`config.mk`:
```
export PLATFORM = sky130hd
export DESIGN_NAME = pipe_admit
export DESIGN_NICKNAME = d
export VERILOG_FILES = /design/src/rtl/pipe_admit.sv
export SDC_FILE = /design/constraint.sdc
export NUM_CORES = 1
export LEC_CHECK = 0
export CORE_UTILIZATION = 35
export CTS_CLUSTER_SIZE = 12
export DETAILED_ROUTE_END_ITERATION = 8
export PLACE_DENSITY = 0.7
export SLEW_MARGIN = 30
export SYNTH_ARGS = -nofsm -noshare
export SYNTH_HDL_FRONTEND = slang
export SYNTH_SLANG_ARGS = --single-unit
export TNS_END_PERCENT = 30
```
`constraint.sdc`:
```
create_clock -name clk -period 1.7 [get_ports clk]
set_clock_uncertainty 0.2 [all_clocks]
set_input_delay 0.17 -clock clk [delete_from_list [all_inputs] [get_ports clk]]
set_output_delay 0.17 -clock clk [all_outputs]
set_load 0.005 [all_outputs]
```
`src/rtl/pipe_admit.sv`:
```
module pipe_admit #(
  parameter int N = 7,
  parameter logic [N-1:0] CV = 7'b1011010
) (
  input  logic                    clk,
  input  logic                    rst,
  input  logic                    req,
  output logic                    grant,
  output logic [N-1:0]            state,
  output logic [$clog2(N+2)-1:0]  latency
);
  localparam int W = $clog2(N+2);
  localparam logic [W-1:0] LSAT = W'(N + 1);
  localparam logic [W-1:0] ONE  = W'(1);

  logic [N-1:0] w;
  logic [W-1:0] cnt;
  logic idle, clear;

  assign idle    = (cnt == '0);
  assign clear   = idle || (cnt == LSAT) || !w[0];
  assign grant   = req && clear;
  assign state   = w;
  assign latency = cnt;

  always_ff @(posedge clk) begin
    if (rst) begin
      w   <= CV;
      cnt <= '0;
    end else if (grant) begin
      w   <= (idle ? '0 : (w >> 1)) | CV;
      cnt <= ONE;
    end else if (!idle) begin
      w <= w >> 1;
      if (cnt != LSAT) cnt <= cnt + ONE;
    end
  end

  AST_RESET_LOAD: assert property (@(posedge clk) disable iff (rst)
    $past(rst) |-> (state == CV) && (latency == '0));
  AST_FIRST_LAUNCH: assert property (@(posedge clk) disable iff (rst)
    (grant && latency == '0) |=> state == CV);
  AST_UPDATE: assert property (@(posedge clk) disable iff (rst)
    (grant && latency != '0) |=> state == (($past(state) >> 1) | CV));
  AST_RESTART: assert property (@(posedge clk) disable iff (rst)
    grant |=> latency == ONE);
  AST_COUNT_UP: assert property (@(posedge clk) disable iff (rst)
    (!grant && latency != '0 && latency != LSAT) |=> latency == $past(latency) + ONE);
  AST_SATURATE: assert property (@(posedge clk) disable iff (rst)
    (!grant && latency == LSAT) |=> latency == LSAT);
  AST_LONG_GAP: assert property (@(posedge clk) disable iff (rst)
    (req && latency == LSAT) |=> state == CV);
  AST_SHIFT: assert property (@(posedge clk) disable iff (rst)
    (!grant && latency != '0) |=> state == ($past(state) >> 1));
  AST_IDLE_HOLD: assert property (@(posedge clk) disable iff (rst)
    (!grant && latency == '0) |=> $stable(state));
endmodule

```
==> summary.md, run 1 <==
| Metric | Value |
|---|---|
| Max Used Layer | `met4` |
| Register bit total from synthesis | `11` |
| Placement Rows | `13` |
| Compound-Gate Fraction of Synth Area | `0.1120` |
| Detail Route met2 WL | `approximately 510 microns` |
| Data arrival, critical path | `between 1000 and 1500 ps` |
| CP Buf/Inv Count | `2` |
| Area Growth Syn to Fin | `55.22%` |
| Drc violations | `0` |
| Drt pass-1 iters | `4` |
| Clock-pin slew on the worst setup and hold paths | `approximately 70 ps` |
| Nature of the critical path endpoint | `output port` |
| Multiplexer area fraction after synthesis | `0.1018` |
| Dpl hpwl | `a little under 800 microns` |
| Cell Chain, Critical Path | `buf_4 -> clkdlybuf4s50_1` |
| Die W | `about 39 microns` |
| Die Y | `between 30 and 40 microns` |
| Initial Util | `0.3779` |
| Max-cap viol count | `0` |
| Initial DRC Count | `3` |
| XOR/XNOR share of the synthesized area | `0.01781` |
| Final min period | `approximately 1600 ps` |
| Final Setup Violations | `0` |
| Relative slew slack | `0.8048` |
| Pre-CTS setup slack | `-103.4 ps` |
| DR WL/cell | `approximately 12 microns` |
| Hold-fix buffers, CTS | `0` |
| Worst path required time | `about 1300 ps` |
| Fin crit share | `0.9577` |
| Avg Inst Size Synth | `10.04 sq um` |
| Ant diodes | `0` |
| CTS tree | `built` |
| Max frequency | `around 600 MHz` |
| PD cells | `just under 900 mW/mm^2` |
| Critical path's top delay family | `buffers and inverters` |
| Post-synth ARST share | `0` |
| Number of fill cells | `roughly 130` |
| Fin Hold WS | `296.1 ps` |
| Sequential area share after synthesis | `0.4478` |
| Total grt overflow | `0` |
| P_leak | `~0.00032 uW` |
| Simple-gate share of the synthesized area | `0.2316` |
| Post-synth top cells | `dfxtp_1 (11), mux2i_1 (5), nand3_1 (5), nor3_1 (4)` |
| Area leader, netlist | `dfxtp_1` |
| Number of global-route vias before repair | `between 300 and 400` |
| Synthesized net count | `between 50 and 60` |
| Synthesized instance count | `49` |
| Worst skew pair latency | `~280 ps` |
| Setup Crit Path Kind | `flop to output port` |
| Tightest Pin Transition | `approximately 290 ps` |
| Gr usage total | `0.1680` |
| Largest net degree at the start of global routing | `9` |
| Post-synthesis cell area | `491.7 sq um` |
| Total power | `663.3 uW` |
| Clk sink count | `11` |
| GPL Wtd Cong | `just under 0.7` |
| CP max stage delay | `~500 ps` |
| Final #Nets | `82` |
| Unrepaired setup endpoints after global routing | `no` |
| Detail Route Antenna Nets | `0` |
| Ys flop type | `dfxtp_1` |
| I/O Buffers | `14` |
| YS warnings | `0` |
| VDD IR max | `roughly 0.33 mV` |
| CTS max path bufs | `2` |
| Final Max Tran Viols | `0` |
| Setup WS post-layout | `roughly 72 ps` |
| Boundary Pins | `15` |
| Post-synth EDFFs | `0` |
| Layout cells sized above 1 | `0.3026` |
| Critical path's slowest cell | `clkdlybuf4s50_1` |
| Largest family of logic cells by synthesized area | `simple AND/OR/NAND/NOR gates` |
| Antenna violations before repair | `0` |
| Core area | `between 0.001 and 0.0015 sq mm` |
| Yosys top cell area share | `0.4478` |
| Met1 wire length | `around 500 microns` |
| Status | `complete, no violations` |
| CTS root buf | `clkbuf_4` |
| Crit-path max FO | `5` |
| Die area | `roughly 0.0016 sq mm` |
| Most frequent cell after synthesis | `dfxtp_1` |
| Hold Vio Cnt, Final | `0` |
| Vias | `between 400 and 500` |
| CTS buffer count | `3` |
| Vias per inst | `approximately 4.9` |
| Met3 WL | `~55 microns` |
| Synthesized-area fraction occupied by adder cells | `0.05089` |
| Routed wire length | `about 1.1 mm` |
| First-pass GRT wire length | `about 1.6 mm` |
| Synth area leaders | `dfxtp_1 (45%), mux2i_1 (10%), ha_1 (5.1%)` |
| Synth unique cells | `19` |
| Hold Path Class | `flop to flop` |
| Startpoint types | `flop` |
| H-tree depth | `1` |
==> cell type report <==
class / count / area (sq um) / area share
clock buffers: 3 / 22.52 / 0.02951
clock inverters: 1 / 5.005 / 0.006557
inverters: 4 / 15.01 / 0.01967
multi-input cells: 33 / 265.3 / 0.3475
flip-flops and latches: 11 / 222.7 / 0.2918
well taps: 15 / 18.77 / 0.02459
repair buffers: 24 / 214.0 / 0.2803
==> layout by cell type, fill, tap and decap left out <==
cell type,instances
xor2_1,1
inv_2,2
dfxtp_1,9
nand3b_1,3
ha_1,1
clkinv_2,1
buf_2,1
dfxtp_2,2
nor2_1,1
clkbuf_4,3
nand2_1,1
nand2b_1,1
mux2i_1,5
inv_1,2
nor3_1,4
clkdlybuf4s50_1,13
buf_6,1
nand3_1,5
ha_4,1
buf_4,9
a21bo_4,1
nand2b_4,1
nor3b_4,1
o21ai_0,3
a21oi_1,3
a311oi_1,1
==> routing by layer <==
| layer | up-vias | global-route usage |
|---|---|---|
| met2 | 10 | 0.2336 |
| li1 | 226 | - |
| met3 | 4 | 0.1023 |
| met5 | - | 0 |
| met1 | 210 | 0.1903 |
| met4 | 0 | 0.1034 |
==> logic make-up (layout without fill, tap and decap cells) <==
group / after synthesis / count (layout)
AND/OR/NAND/NOR: 17 / 17
AO/OA/AOI/OAI: 8 / 8
XOR/XNOR: 1 / 1
multiplexers: 5 / 5
adder cells (fa/ha/maj): 2 / 2
flip-flops: 11 / 11
buffers and inverters: 5 / 32
==> state kept, by name, indices dropped and copies added (netlist names) <==
name and count:
latency 4, state 7
==> what timing repair did <==
action	in CTS	in global routing
hold endpoints to repair	0	0
buffers inserted	0	0
setup endpoints to repair	2	4
pin swaps	2	0
resized for setup	7	3
==> worst register-to-register path: stages, from the launching register on <==
cell and delay (ps):
dfxtp_1 320, inv_1 80, ha_4 150, buf_4 110, nor3b_4 210, buf_4 160
mux2i_1 190, nand3_1 90
==> metrics by stage <==
stage / area, sq um / utilization / setup TNS [ps] / std cells
6_report: 763.2 / 0.5865 / 0 / 91
3_5_place_dp: 721.9 / 0.5548 / -103.4 / 87
4_1_cts: 749.5 / 0.5760 / 0 / 91
5_1_grt: 763.2 / 0.5865 / 0 / 91
2_1_floorplan: 491.7 / - / 0 / 49
3_3_place_gp: 721.9 / 0.5548 / -101.9 / 87
==> worst paths after layout <==
check,start,endpoint,slack [ps],cells after the start
min reg2reg,state[6],state[5],300,2
max reg2reg,latency[0],state[1],80,7
min,state[6],state[5],300,2
max,latency[2],latency[2],70,2
==> where the power goes <==
| group | total [uW] | internal [uW] | leakage (uW) | switching [uW] |
|---|---|---|---|---|
| sequential | 292 | 278 | 0.0000913 | 14.5 |
| combinational | 188 | 114 | 0.000216 | 74.0 |
| clock | 183 | 87.4 | 0.0000177 | 95.7 |
| total | 663 | 479 | 0.000325 | 184 |
Note: power is estimated with default switching activity, not from simulation.
==> run 2: changes to the inputs <==
Settings changed: CORE_AREA set to 2 2 39 41, CORE_UTILIZATION 35 to unset, DIE_AREA set to 0 0 41 43, PLACE_DENSITY 0.7 to 0.72.
==> summary.md, run 2 (same netlist as run 1, synthesis figures left out) <==
| Metric | Value |
|---|---|
| PD cells | `870.3 mW/mm^2 (+0.14%)` |
| Drc violations | `0 (unchanged)` |
| Setup Crit Path Kind | `flop to flop` |
| Critical path's top delay family | `buffers and inverters` |
| Seq pwr share | `0.437 (-0.004)` |
| Status | `complete, no violations` |
| Die W | `41 microns (+3.9%)` |
| Antenna violations before repair | `0 (unchanged)` |
| Data arrival, critical path | `1610 ps (+350 ps)` |
| Initial Util | `0.3553 (-0.02255)` |
| Dpl hpwl | `774.9 microns (-2.6%)` |
| GPL Wtd Cong | `0.7647 (+13%)` |
| CTS max path bufs | `2 (unchanged)` |
| Clk sink count | `11 (unchanged)` |
| Drt pass-1 iters | `4 (unchanged)` |
| Max FFs per register | `7 (unchanged)` |
| Int Pwr | `488.5 uW (+2.0%)` |
| DR WL/cell | `12.27 microns (+2.6%)` |
| Initial DRC Count | `6 (+3)` |
| Placed instance area | `723.2 sq um (+0.17%)` |
| Logic gate share of total power | `0.289 (+0.006)` |
| Cell Chain, Critical Path | `inv_2 -> ha_4 -> buf_4 -> buf_4 -> nor3b_4 -> buf_4 -> mux2i_1 -> nand3_1` |
| I/O Buffers | `14 (unchanged)` |
| First-pass GRT wire length | `1.897 mm (+19%)` |
| Commonest non-fill, non-tap cell in the layout | `clkdlybuf4s50_1` |
| CP Buf/Inv Count | `4 (+2)` |
| Die area | `0.001763 sq mm (+13%)` |
| Final Max Tran Viols | `0 (unchanged)` |
| Nature of the critical path endpoint | `flop` |
| Power share of the clock group | `0.274 (-0.002)` |
| Post-route cell area | `772.0 sq um (+1.1%)` |
| Final Setup Violations | `0 (unchanged)` |
| Worst path required time | `1660 ps (+330 ps)` |
| Vias | `462 (+2.7%)` |
| Crit-path max FO | `3 (-2)` |
| Placement Rows | `14 (+1)` |
| VDD IR max | `0.4155 mV (+25%)` |
| Clock-pin slew on the worst setup and hold paths | `70 ps (about the same)` |
| Hold Path Class | `flop to flop` |
| Critical path's slowest cell | `dfxtp_2` |
| Die Y | `43 microns (+8.9%)` |
| CTS tree | `built` |
| Core area | `0.001384 sq mm (+6.3%)` |
| Sw power | `183.3 uW (-0.45%)` |
| Cell count after placement | `88 (+1.1%)` |
| Ant diodes | `0 (unchanged)` |
| Boundary Pins | `15 (unchanged)` |
| Sw Share | `0.2729 (-0.004768)` |
| CTS root buf | `clkbuf_4` |
| CP max stage delay | `330 ps (-170 ps)` |
| P_leak | `0.0003263 uW (+0.47%)` |
| Relative slew slack | `0.7977 (-0.007166)` |
| Most frequent CP cell | `buf_4` |
| Fin crit share | `0.9742 (+0.01649)` |
| Final #Nets | `83 (+1.2%)` |
| Startpoint types | `flop` |
| Worst skew pair latency | `270 ps (about the same)` |
| Setup TNS | `0 ps (unchanged)` |
| CTS buffer count | `3 (unchanged)` |
| Tightest Pin Transition | `302.5 ps (+10.71 ps)` |
| Gr usage total | `0.1717 (+0.003670)` |
| H-tree depth | `1 (unchanged)` |
| Layout cells sized above 1 | `0.3247 (+0.02204)` |
| Largest net degree at the start of global routing | `9 (unchanged)` |
| Max-cap viol count | `0 (unchanged)` |
| Final min period | `1656 ps (+28.03 ps)` |
| Routed wire length | `1.141 mm (+4.9%)` |
| Area Growth Syn to Fin | `57.00%` |
| Total grt overflow | `0 (unchanged)` |
| Most frequent cells in the layout | `clkdlybuf4s50_1 (13), buf_4 (10), dfxtp_1 (8)` |
| Max frequency | `603.8 MHz (-1.7%)` |
| Final Non-Filler Cells | `93 (+2.2%)` |
| Detail Route Antenna Nets | `0 (unchanged)` |
| Vias per inst | `4.968 (+0.46%)` |
| Hold Vio Cnt, Final | `0 (unchanged)` |
| Number of global-route vias before repair | `422 (+11%)` |
| Unrepaired setup endpoints after global routing | `yes` |
run 2: cell types whose count changed in the layout (fill, tap and decap cells not counted):
cell	change
buf_2	-1
buf_4	+1
clkbuf_1	+1
clkbuf_2	+1
clkinv_2	-1
dfxtp_1	-1
dfxtp_2	+1
inv_1	-1
inv_2	+1
run 2: tightest hold or removal path, cell delays in order (launching register included):
cell and delay (ps):
dfxtp_1 330, o21ai_0 70, a21oi_1 60
run 2: final timing paths:
path / from / endpoint / slack (ps) / cells past startpoint
worst max-delay path: latency[0] / state[1] / 40 / 8
worst min register to register: state[3] / state[2] / 300 / 2
worst max register to register: latency[0] / state[1] / 40 / 8
worst min-delay path: state[3] / state[2] / 300 / 2
run 2: power by group through the flow:
stage	Sequential [uW]	Clock, uW	Combinational (uW)
finish	293	184	194
global route	296	211	212
CTS	293	186	193
detailed placement	298	0	179
global placement	297	0	177
floorplan	301	0	79.3
run 2: final cells by class:
type                            instances  area [sq um]
Fill cell                             125         611.8
Multi-Input combinational cell         33         265.3
Sequential cell                        11         224.0
Timing Repair Buffer                   25         221.5
Clock buffer                            4         26.28
Tap cell                               16         20.02
Inverter                                4         15.01
run 2: repair_timing:
item | 4_1_cts | 5_1_grt
setup buffers | 1 | 0
pin swaps | 1 | 2
endpoints found under the setup margin | 1 | 4
hold buffers | 0 | 0
resized for setup | 7 | 4
run 2: metal layers:
layer	vias to the layer above	GRT usage	wire, microns
met5	-	0	0
met1	212	0.2033	508
met2	16	0.2219	523
met4	0	0.1800	55
met3	6	0.05236	54
li1	228	-	-
run 2: metrics by stage:
stage	hold WS, ps	util	setup WS, ps	power (uW)
floorplan	150.6	-	132.5	380.5
global placement	282.6	0.5226	-106.8	474.5
detailed placement	296.1	0.5226	-98.67	476.9
CTS	298.1	0.5570	3.696	671.5
global route	333.0	0.5579	-46.78	718.7
finish	297.3	0.5579	43.81	671.9
